File: config.mk
export PLATFORM = sky130hd
export DESIGN_NAME = hc_router
export DESIGN_NICKNAME = d
export VERILOG_FILES = /design/src/rtl/hc_router_pkg.sv /design/src/rtl/hc_bit_fifo.sv /design/src/rtl/hc_in_unit.sv /design/src/rtl/hc_out_arb.sv /design/src/rtl/hc_router.sv
export SDC_FILE = /design/constraint.sdc
export NUM_CORES = 2
export LEC_CHECK = 0
export BUFFER_PORTS_ARGS = -buffer_cell sky130_fd_sc_hd__buf_2
export CAP_MARGIN = 20
export CORE_AREA = 4 4 329 331
export CTS_BUF_LIST = sky130_fd_sc_hd__clkbuf_8
export DETAILED_ROUTE_END_ITERATION = 10
export DIE_AREA = 0 0 333 335
export MAX_ROUTING_LAYER = met4
export PLACE_DENSITY = 0.8
export SLEW_MARGIN = 30
export SYNTH_ARGS = -nofsm -noshare
export SYNTH_HDL_FRONTEND = slang
export SYNTH_HIERARCHICAL = 1
export SYNTH_SLANG_ARGS = --single-unit
File: constraint.sdc
create_clock -name clk -period 9.1 [get_ports clk]
set_input_delay 1.365 -clock clk [delete_from_list [all_inputs] [get_ports clk]]
set_output_delay 1.365 -clock clk [all_outputs]
set_load 0.02 [all_outputs]
File: src/rtl/hc_router_pkg.sv
package hc_router_pkg;

   typedef enum logic [1:0] {
      ST_HDR  = 2'd0,   // collecting header bits from the buffer
      ST_REQ  = 2'd1,   // header complete, requesting output
      ST_HOUT = 2'd2,   // replaying the stored header onto the output
      ST_BODY = 2'd3    // streaming payload until the end flag
   } hc_in_state_t;

   typedef struct packed {
      logic fin;
      logic dat;
   } hc_bit_t;

endpackage

File: src/rtl/hc_bit_fifo.sv
module hc_bit_fifo #(
   parameter int DEPTH = 128
) (
   input  logic                    clk,
   input  logic                    rst_n,
   input  logic                    wr,
   input  hc_router_pkg::hc_bit_t  wdat,
   input  logic                    rd,
   output hc_router_pkg::hc_bit_t  head,
   output logic                    nempty,
   output logic                    full
);
   import hc_router_pkg::*;

   localparam int AW = $clog2(DEPTH);

   if (DEPTH < 2 || (DEPTH & (DEPTH - 1)) != 0) begin : g_bad_depth
      $error("hc_bit_fifo: DEPTH must be a power of two and at least 2");
   end

   hc_bit_t        mem [DEPTH];
   logic [AW-1:0]  wp, rp;
   logic [AW:0]    cnt;
   logic           do_rd;

   assign do_rd  = rd && (cnt != '0);
   assign head   = mem[rp];
   assign nempty = (cnt != '0);
   assign full   = (cnt == (AW+1)'(DEPTH));

   always_ff @(posedge clk) begin
      if (wr) mem[wp] <= wdat;
   end

   always_ff @(posedge clk) begin
      if (!rst_n) begin
         wp  <= '0;
         rp  <= '0;
         cnt <= '0;
      end else begin
         if (wr)    wp <= wp + 1'b1;
         if (do_rd) rp <= rp + 1'b1;
         case ({wr, do_rd})
            2'b10:   cnt <= cnt + 1'b1;
            2'b01:   cnt <= cnt - 1'b1;
            default: cnt <= cnt;
         endcase
      end
   end
endmodule

File: src/rtl/hc_in_unit.sv
module hc_in_unit #(
   parameter int N_DIM     = 3,
   parameter int NODE_ADDR = 0,
   parameter int HDR_BITS  = 36,
   parameter int DEPTH     = 128
) (
   input  logic              clk,
   input  logic              rst_n,
   input  logic              in_vld,
   input  logic              in_bit,
   input  logic              in_end,
   input  logic              gnt,
   output logic [N_DIM:0]    req,
   output logic              snd_vld,
   output logic              snd_bit,
   output logic              snd_end,
   output logic              buf_full
);
   import hc_router_pkg::*;

   localparam int NP = N_DIM + 1;
   localparam int CW = $clog2(HDR_BITS);
   localparam logic [N_DIM-1:0] OWN = N_DIM'(NODE_ADDR);
   localparam logic [CW-1:0] LAST = CW'(HDR_BITS - 1);

   hc_in_state_t        st;
   logic [HDR_BITS-1:0] shreg;
   logic [CW-1:0]       cnt;
   hc_bit_t             head;
   logic                nempty;
   logic                pop;
   logic [N_DIM-1:0]    diff;
   int                  port;

   hc_bit_fifo #(.DEPTH(DEPTH)) u_buf (
      .clk    (clk),
      .rst_n  (rst_n),
      .wr     (in_vld),
      .wdat   ('{fin: in_end, dat: in_bit}),
      .rd     (pop),
      .head   (head),
      .nempty (nempty),
      .full   (buf_full)
   );

   // lowest differing dimension, or the local port when equal
   always_comb begin
      diff = shreg[N_DIM-1:0] ^ OWN;
      port = N_DIM;
      for (int d = N_DIM - 1; d >= 0; d--) begin
         if (diff[d]) port = d;
      end
      req = (st == ST_REQ) ? (NP'(1) << port) : '0;
   end

   assign pop     = nempty && (st == ST_HDR || st == ST_BODY);
   assign snd_vld = (st == ST_HOUT) || (st == ST_BODY && nempty);
   assign snd_bit = (st == ST_HOUT) ? shreg[0] : head.dat;
   assign snd_end = (st == ST_BODY) && nempty && head.fin;

   always_ff @(posedge clk) begin
      if (!rst_n) begin
         st    <= ST_HDR;
         shreg <= '0;
         cnt   <= '0;
      end else begin
         case (st)
            ST_HDR: if (nempty) begin
               shreg <= {head.dat, shreg[HDR_BITS-1:1]};
               if (cnt == LAST) begin
                  cnt <= '0;
                  st  <= ST_REQ;
               end else begin
                  cnt <= cnt + 1'b1;
               end
            end
            ST_REQ: if (gnt) st <= ST_HOUT;
            ST_HOUT: begin
               shreg <= {shreg[0], shreg[HDR_BITS-1:1]};
               if (cnt == LAST) begin
                  cnt <= '0;
                  st  <= ST_BODY;
               end else begin
                  cnt <= cnt + 1'b1;
               end
            end
            ST_BODY: if (nempty && head.fin) st <= ST_HDR;
            default: st <= ST_HDR;
         endcase
      end
   end
endmodule

File: src/rtl/hc_out_arb.sv
module hc_out_arb #(
   parameter int NP     = 4,
   parameter bit ARB_RR = 1'b1
) (
   input  logic                    clk,
   input  logic                    rst_n,
   input  logic [NP-1:0]           req,
   input  logic                    rel,
   output logic [NP-1:0]           gnt,
   output logic                    busy,
   output logic [$clog2(NP)-1:0]   owner
);
   localparam int IW = $clog2(NP);

   logic [IW-1:0] win;
   logic          found;

   if (ARB_RR) begin : g_rr
      logic [IW-1:0] ptr;

      always_comb begin
         win   = '0;
         found = 1'b0;
         for (int k = 0; k < NP; k++) begin
            int idx;
            idx = int'(ptr) + k;
            if (idx >= NP) idx = idx - NP;
            if (!found && req[idx]) begin
               found = 1'b1;
               win   = IW'(idx);
            end
         end
      end

      always_ff @(posedge clk) begin
         if (!rst_n) ptr <= '0;
         else if (found && !busy)
            ptr <= (int'(win) == NP - 1) ? '0 : win + 1'b1;
      end
   end else begin : g_fixed
      always_comb begin
         win   = '0;
         found = 1'b0;
         for (int k = NP - 1; k >= 0; k--) begin
            if (req[k]) begin
               found = 1'b1;
               win   = IW'(k);
            end
         end
      end
   end

   always_comb begin
      gnt = '0;
      if (found && !busy) gnt[win] = 1'b1;
   end

   always_ff @(posedge clk) begin
      if (!rst_n) begin
         busy  <= 1'b0;
         owner <= '0;
      end else if (busy) begin
         if (rel) busy <= 1'b0;
      end else if (found) begin
         busy  <= 1'b1;
         owner <= win;
      end
   end
endmodule

File: src/rtl/hc_router.sv
module hc_router #(
   parameter int N_DIM     = 3,
   parameter int NODE_ADDR = 5,
   parameter int HDR_BITS  = 36,
   parameter int DEPTH     = 128,
   parameter bit ARB_RR    = 1'b1
) (
   input  logic              clk,
   input  logic              rst_n,
   input  logic [N_DIM-1:0]  lnk_in_vld,
   input  logic [N_DIM-1:0]  lnk_in_bit,
   input  logic [N_DIM-1:0]  lnk_in_end,
   input  logic              inj_vld,
   input  logic              inj_bit,
   input  logic              inj_end,
   output logic [N_DIM-1:0]  lnk_out_vld,
   output logic [N_DIM-1:0]  lnk_out_bit,
   output logic [N_DIM-1:0]  lnk_out_end,
   output logic              dlv_vld,
   output logic              dlv_bit,
   output logic              dlv_end
);
   localparam int NP = N_DIM + 1;
   localparam int IW = $clog2(NP);

   if (N_DIM < 1 || N_DIM > 8) begin : g_bad_dim
      $error("hc_router: N_DIM must lie in 1..8");
   end
   if (HDR_BITS <= N_DIM) begin : g_bad_hdr
      $error("hc_router: header must be wider than the address");
   end
   if (NODE_ADDR < 0 || NODE_ADDR >= (1 << N_DIM)) begin : g_bad_addr
      $error("hc_router: NODE_ADDR out of range");
   end
   if (DEPTH < HDR_BITS) begin : g_bad_buf
      $error("hc_router: DEPTH must hold at least one header");
   end

   logic [NP-1:0]          in_vld, in_bit, in_end;
   logic [NP-1:0][NP-1:0]  req_m;      // [input][output]
   logic [NP-1:0][NP-1:0]  req_col;    // [output][input]
   logic [NP-1:0][NP-1:0]  gnt_m;      // [output][input]
   logic [NP-1:0]          gnt_in;
   logic [NP-1:0]          snd_vld, snd_bit, snd_end;
   logic [NP-1:0]          buf_full;
   logic [NP-1:0]          busy, rel;
   logic [NP-1:0][IW-1:0]  owner;
   logic [NP-1:0]          o_vld, o_bit, o_end;

   assign in_vld = {inj_vld, lnk_in_vld};
   assign in_bit = {inj_bit, lnk_in_bit};
   assign in_end = {inj_end, lnk_in_end};

   always_comb begin
      for (int o = 0; o < NP; o++)
         for (int i = 0; i < NP; i++)
            req_col[o][i] = req_m[i][o];
      for (int i = 0; i < NP; i++) begin
         gnt_in[i] = 1'b0;
         for (int o = 0; o < NP; o++)
            gnt_in[i] = gnt_in[i] | gnt_m[o][i];
      end
   end

   for (genvar i = 0; i < NP; i++) begin : g_in
      hc_in_unit #(
         .N_DIM(N_DIM), .NODE_ADDR(NODE_ADDR),
         .HDR_BITS(HDR_BITS), .DEPTH(DEPTH)
      ) u_in (
         .clk      (clk),
         .rst_n    (rst_n),
         .in_vld   (in_vld[i]),
         .in_bit   (in_bit[i]),
         .in_end   (in_end[i]),
         .gnt      (gnt_in[i]),
         .req      (req_m[i]),
         .snd_vld  (snd_vld[i]),
         .snd_bit  (snd_bit[i]),
         .snd_end  (snd_end[i]),
         .buf_full (buf_full[i])
      );
   end

   for (genvar o = 0; o < NP; o++) begin : g_out
      assign rel[o] = busy[o] && snd_vld[owner[o]] && snd_end[owner[o]];

      hc_out_arb #(.NP(NP), .ARB_RR(ARB_RR)) u_arb (
         .clk   (clk),
         .rst_n (rst_n),
         .req   (req_col[o]),
         .rel   (rel[o]),
         .gnt   (gnt_m[o]),
         .busy  (busy[o]),
         .owner (owner[o])
      );

      always_ff @(posedge clk) begin
         if (!rst_n) begin
            o_vld[o] <= 1'b0;
            o_bit[o] <= 1'b0;
            o_end[o] <= 1'b0;
         end else begin
            o_vld[o] <= busy[o] && snd_vld[owner[o]];
            o_bit[o] <= busy[o] && snd_bit[owner[o]];
            o_end[o] <= busy[o] && snd_vld[owner[o]] && snd_end[owner[o]];
         end
      end
   end

   assign lnk_out_vld = o_vld[N_DIM-1:0];
   assign lnk_out_bit = o_bit[N_DIM-1:0];
   assign lnk_out_end = o_end[N_DIM-1:0];
   assign dlv_vld     = o_vld[N_DIM];
   assign dlv_bit     = o_bit[N_DIM];
   assign dlv_end     = o_end[N_DIM];
endmodule

**After elaboration in Yosys (flattened, before gate mapping)**

Memories as Yosys holds them, arrays and structs flattened. A register that Yosys moved wholly into a read port is not among the register bits.
Cells that the tools add are included.

- Word-level logic and storage cells: 556
- Memories: 4
- Output and inout port bits: 12
- Input bits: 14
- Bits in registers: 296
- RAM bits: 1024

Memory list:

| name | words | bits a word | read ports | clocked after Yosys merged registers in | wr ports | line | source |
|---|---|---|---|---|---|---|---|
| g_in[0].u_in.u_buf.mem | 128 | 2 | 1 | 1 | 1 | hc_bit_fifo.sv:21 | `hc_bit_t mem [DEPTH];` |
| g_in[1].u_in.u_buf.mem | 128 | 2 | 1 | 1 | 1 | hc_bit_fifo.sv:21 |  |
| g_in[2].u_in.u_buf.mem | 128 | 2 | 1 | 1 | 1 | hc_bit_fifo.sv:21 |  |
| g_in[3].u_in.u_buf.mem | 128 | 2 | 1 | 1 | 1 | hc_bit_fifo.sv:21 |  |

- Reductions and logical operators: 104
- Equal/unequal tests: 48
- Shift-type cells: 4
- Bitwise operators: 20
- Add/sub/neg operators: 52
- $lt $le $gt $ge: 44
- Mux-type cells: 232

Operators by type and width:

| cell | count |
|---|---|
| $lt 32x4->1 const B | 16 |
| $mux 32 | 16 |
| $ge 32x4->1 const B | 12 |
| $sub 32x4->32 const B | 12 |
| $pmux 36 s2 | 4 |
| $mux 36 | 4 |
| $mux 2 | 48 |
| $mux 1 | 92 |
| $pmux 8 s2 | 4 |
| $add 7x1->7 const B | 8 |
| $bmux 1 s2 | 28 |
| $mux 7 | 8 |
| $logic_and 1x1->1 | 52 |
| $mux 6 | 8 |
| $pmux 6 s2 | 4 |
| $add 8x1->8 const B | 4 |
| $mux 4 | 8 |
| $pmux 2 s4 | 4 |
| $reduce_bool 8->1 | 4 |
| $sub 8x1->8 const B | 4 |
| $add 2x2->3 const B | 8 |
| $add 6x1->6 const B | 4 |
| $eq 2x1->1 const B | 12 |
| $eq 2x2->1 const B | 12 |
| other kinds (20) | 128 |

**Depth between registers and ports, before layout**

- Depth in word-level cells: 29
- Mapped depth: 17
- Mapped depth without buffers: 15

**By module**

Netlist, hierarchy kept.

By module, submodules not included:

| module | times used | cells an instance | seq. area each (um2) | area an instance (um2) |
|---|---|---|---|---|
| hc_bit_fifo (g_in[0].u_in.u_buf ...) | 2 | 761 | 8267.9 | 11972.7 |
| hc_bit_fifo (g_in[2].u_in.u_buf ...) | 2 | 764 | 8267.9 | 11965.2 |
| hc_in_unit | 4 | 216 | 880.8 | 1866.8 |
| hc_out_arb (g_out[0].u_arb ...) | 3 | 40 | 100.1 | 370.4 |
| hc_router | 1 | 56 | 240.2 | 698.2 |
| hc_out_arb (g_out[3].u_arb) | 1 | 45 | 100.1 | 389.1 |

**Worst setup path after synthesis**

Ideal clock, no wire load.

- Path type: input port to flip-flop
- From: input port lnk_in_vld[0]
- To: register g_in[0].u_in.u_buf.cnt[4]
- Data required time: 8.985 ns
- Arrival time: 3.128 ns
- Cell stages on the path: 12
- Library setup time: 0.115 ns
- Buffers on the path: 2
- Slack: 5.858 ns
- Path through: inv_1 > ha_1 > buf_6 > buf_2 > xor2_1 > ha_1 > a21oi_1 > o311a_1 > o22ai_2 > mux2i_1 > xnor2_1 > and2_1

- Word-level cells in the longest chain between the ends: 2
- Elaborated cells on any way between the ends: 4
- Those cells by class: 2 x eq/ne; 1 x mux; 1 x reduce/logical

RTL lines:

| element | line | source |
|---|---|---|
| from (decl) | hc_router.sv:10 | `input logic [N_DIM-1:0] lnk_in_vld,` |
| $eq 2x1->1 or $eq 2x2->1 (tied branches) | hc_bit_fifo.sv:43 | `case ({wr, do_rd})` |
| $pmux 8 s2 or $reduce_bool 2->1 (tied branches) | n/a |  |
| to (signal assigned) | hc_bit_fifo.sv:44 | `2'b10: cnt <= cnt + 1'b1;` |
| to (signal assigned) | hc_bit_fifo.sv:45 | `2'b01: cnt <= cnt - 1'b1;` |
| to (signal assigned) | hc_bit_fifo.sv:46 | `default: cnt <= cnt;` |
| to (decl) | hc_bit_fifo.sv:23 | `logic [AW:0] cnt;` |

Several ways; a longest one is shown, not always the timed one.
A chain may end at the register's enable or synchronous reset.

==> results.toml <==
[timing]
slew_headroom_pct = 34.3
tightestPinTransition_ns = 0.983
fin_setup_tns_ns = 0
setup_slack_ns = 4.72
hold_ws_ns = 0.462
fin_crit_ns = 4.38
fin_skew_ns = 0.0233
finalHoldViolations = 0
rsz0062_at_grt = "no"
finalCritPeriodShare_pct = 48.2
max_freq_ghz = 0.228
slew_viol_final = 0
setup_viol = 0

[route]
vias = 34000
via_per_inst = 5.95
wl_per_cell_um = 20.1
routed_wl_mm = 115
antenna_left = 0
drc = 0
drt_first_pass_iters = 6
drt_iter0_markers = 3797

[hold_path]
min_from = "g_in[1].u_in/shreg[7]$_SDFFE_PN0P_"
hp-class = "flop to flop"
holdPathEnd = "g_in[1].u_in/shreg[7]$_SDFFE_PN0P_"
min_path_cells = 2

[clock_tree]
cts-resized-gates = 0
post_cts_buffers = 0
numCtsBuffers = 203
cts_tree = "done"
numClockSinks = 1348
path_clk_slew_ns = 0.07
cts_hold_buf = 0
cts_root_buffer = "clkbuf_8"
cts_max_level = 4
clk-insertion-delay-late_ns = 0.84
clockBufferDepth = 3

[synthesis]
syn_avg_cell_area_um2 = 13.9
syn_inst = 4129
synth_nets = 4199
yosysWarnings = 6
mappedNetlistArea_um2 = 57500

[worst_setup_path]
critical_path.max_fanout = 54
r2r_setup_slack_ns = 4.72
cp.arrival_ns = 5.16
endpoint_kind = "flop"
startpoint_type = "flop"
critical_path_class = "flop to flop"
reg2regPathDepth = 12
required_ns = 9.88
r2r_end = "g_out[3].u_arb/busy$_SDFF_PN0_"

[die]
boundaryPins = 26
fp.dieArea_um2 = 112000
initial_core_util_pct = 54.7
core_region_area_um2 = 105000
die_x_um = 333
die_h_um = 335
rows = 119

[power_and_ir_drop]
ir_worst_vdd_uv = 192
p_sw_mw = 4.33
p_per_area_nw_per_um2 = 237
seq_power_share_pct = 47.3
p_int_mw = 10.5
cellLeakagePower_nw = 19.9
combPwrFrac_pct = 21.1
p_clk_share_pct = 31.6
power_mw = 14.8
swShare_pct = 29.2

[placed_design]
portBuffers = 25
preCtsSetupSlack_ns = 4.73
hpwl_mm = 70.0
gp_congestion = 0.822

[outcome]
run_status = "finished, final reports clean"

[global_routing]
grt_usage_pct = 21.1
antenna_found_initial = 2
grt_pass1_vias = 33600
grt_pass1_wl_mm = 184
grt-ovfl-total = 0
grt_max_degree = 134

[finish]
layout.nets = 4222
num-fill-cells = 7852
areaGrowthSynthToFinish_pct = 8.69
drive_above_1_share_pct = 15.3

[run]
maxCapViolations = 0
==> state kept, by name (all words and copies together) (netlist names), 3 cells and up, named ones only <==
signal                cells
g_in.u_in/u_buf/mem    1024
g_in.u_in/shreg         144
g_in.u_in/u_buf/cnt      32
g_in.u_in/u_buf/rp       28
g_in.u_in/u_buf/wp       28
g_in.u_in/cnt            24
g_in.u_in/st              8
g_out.u_arb/g_rr.ptr      8
g_out.u_arb/owner         8
g_out.u_arb/busy          4
lnk_out_bit               3
lnk_out_end               3
lnk_out_vld               3
==> power groups by stage <==
stage               Combinational, mW  Sequential [mW]  Clock (mW)
floorplan                        2.69             6.96           0
global placement                 2.89             7.17           0
detailed placement               3.11             7.14           0
CTS                              3.13             7.01        4.79
global route                     3.42             7.05        5.09
finish                           3.12             7.01        4.68
==> how the worst max path moves through the flow <==
| stage | to | cells after the start |
|---|---|---|
| finish | g_out[3].u_arb/busy$_SDFF_PN0_ | 12 |
| global placement | g_out[3].u_arb/busy$_SDFF_PN0_ | 12 |
| floorplan | g_in[0].u_in/u_buf/cnt[4]$_SDFFE_PN0P_ | 12 |
| detailed placement | g_out[3].u_arb/busy$_SDFF_PN0_ | 12 |
| global route | g_out[3].u_arb/busy$_SDFF_PN0_ | 12 |
| CTS | g_out[3].u_arb/busy$_SDFF_PN0_ | 12 |
==> through the flow <==
step,area [um2],std cells,util [%]
floorplan,57500,4129,-
global placement,58400,5332,55.6
detailed placement,58600,5338,55.7
CTS,62500,5718,59.4
global route,62500,5720,59.5
finish,62500,5720,59.5
==> layout make-up <==
| cell class | count | area, um2 | area share [%] |
|---|---|---|---|
| antenna | 2 | 5.00 | 0.00801 |
| clock buffer | 226 | 3110 | 4.98 |
| clock inverter | 154 | 796 | 1.27 |
| inverter | 45 | 169 | 0.270 |
| multi-input combinational | 2506 | 19000 | 30.4 |
| sequential | 1348 | 37300 | 59.6 |
| tap | 1391 | 1740 | 2.78 |
| timing repair buffer | 48 | 425 | 0.681 |
==> layer usage <==
metal / share of wire, % / global-route usage (%) / routed length (um)
met1: 41 / 28.3 / 47300
met5: 0 / - / 0
met3: 7.7 / 4.13 / 8850
met2: 49 / 33.1 / 56300
met4: 2.2 / 6.33 / 2520
==> worst max-delay path, stage by stage (launching register included) <==
cell and delay (ns):
dfxtp_2 0.52, buf_4 0.66, mux4_1 0.64, mux2_2 0.28, o22ai_1 0.18, o21ai_0 0.15
a22oi_1 0.36, nand2_1 0.22, and3_1 0.28, mux4_1 0.53, and3_2 0.21, nor2b_1 0.10
o21a_1 0.13
==> layout by cell type, fill, tap and decap left out, drive strengths merged, types with 79 or more instances in the layout <==
cell / n
mux4: 266
dfxtp: 324
and2: 88
nor2b: 88
inv: 110
clkinv: 79
nand2: 457
a21boi: 172
clkbuf: 227
nor2: 628
edfxtp: 1024
No activity file was read; power rests on OpenSTA's default activity.
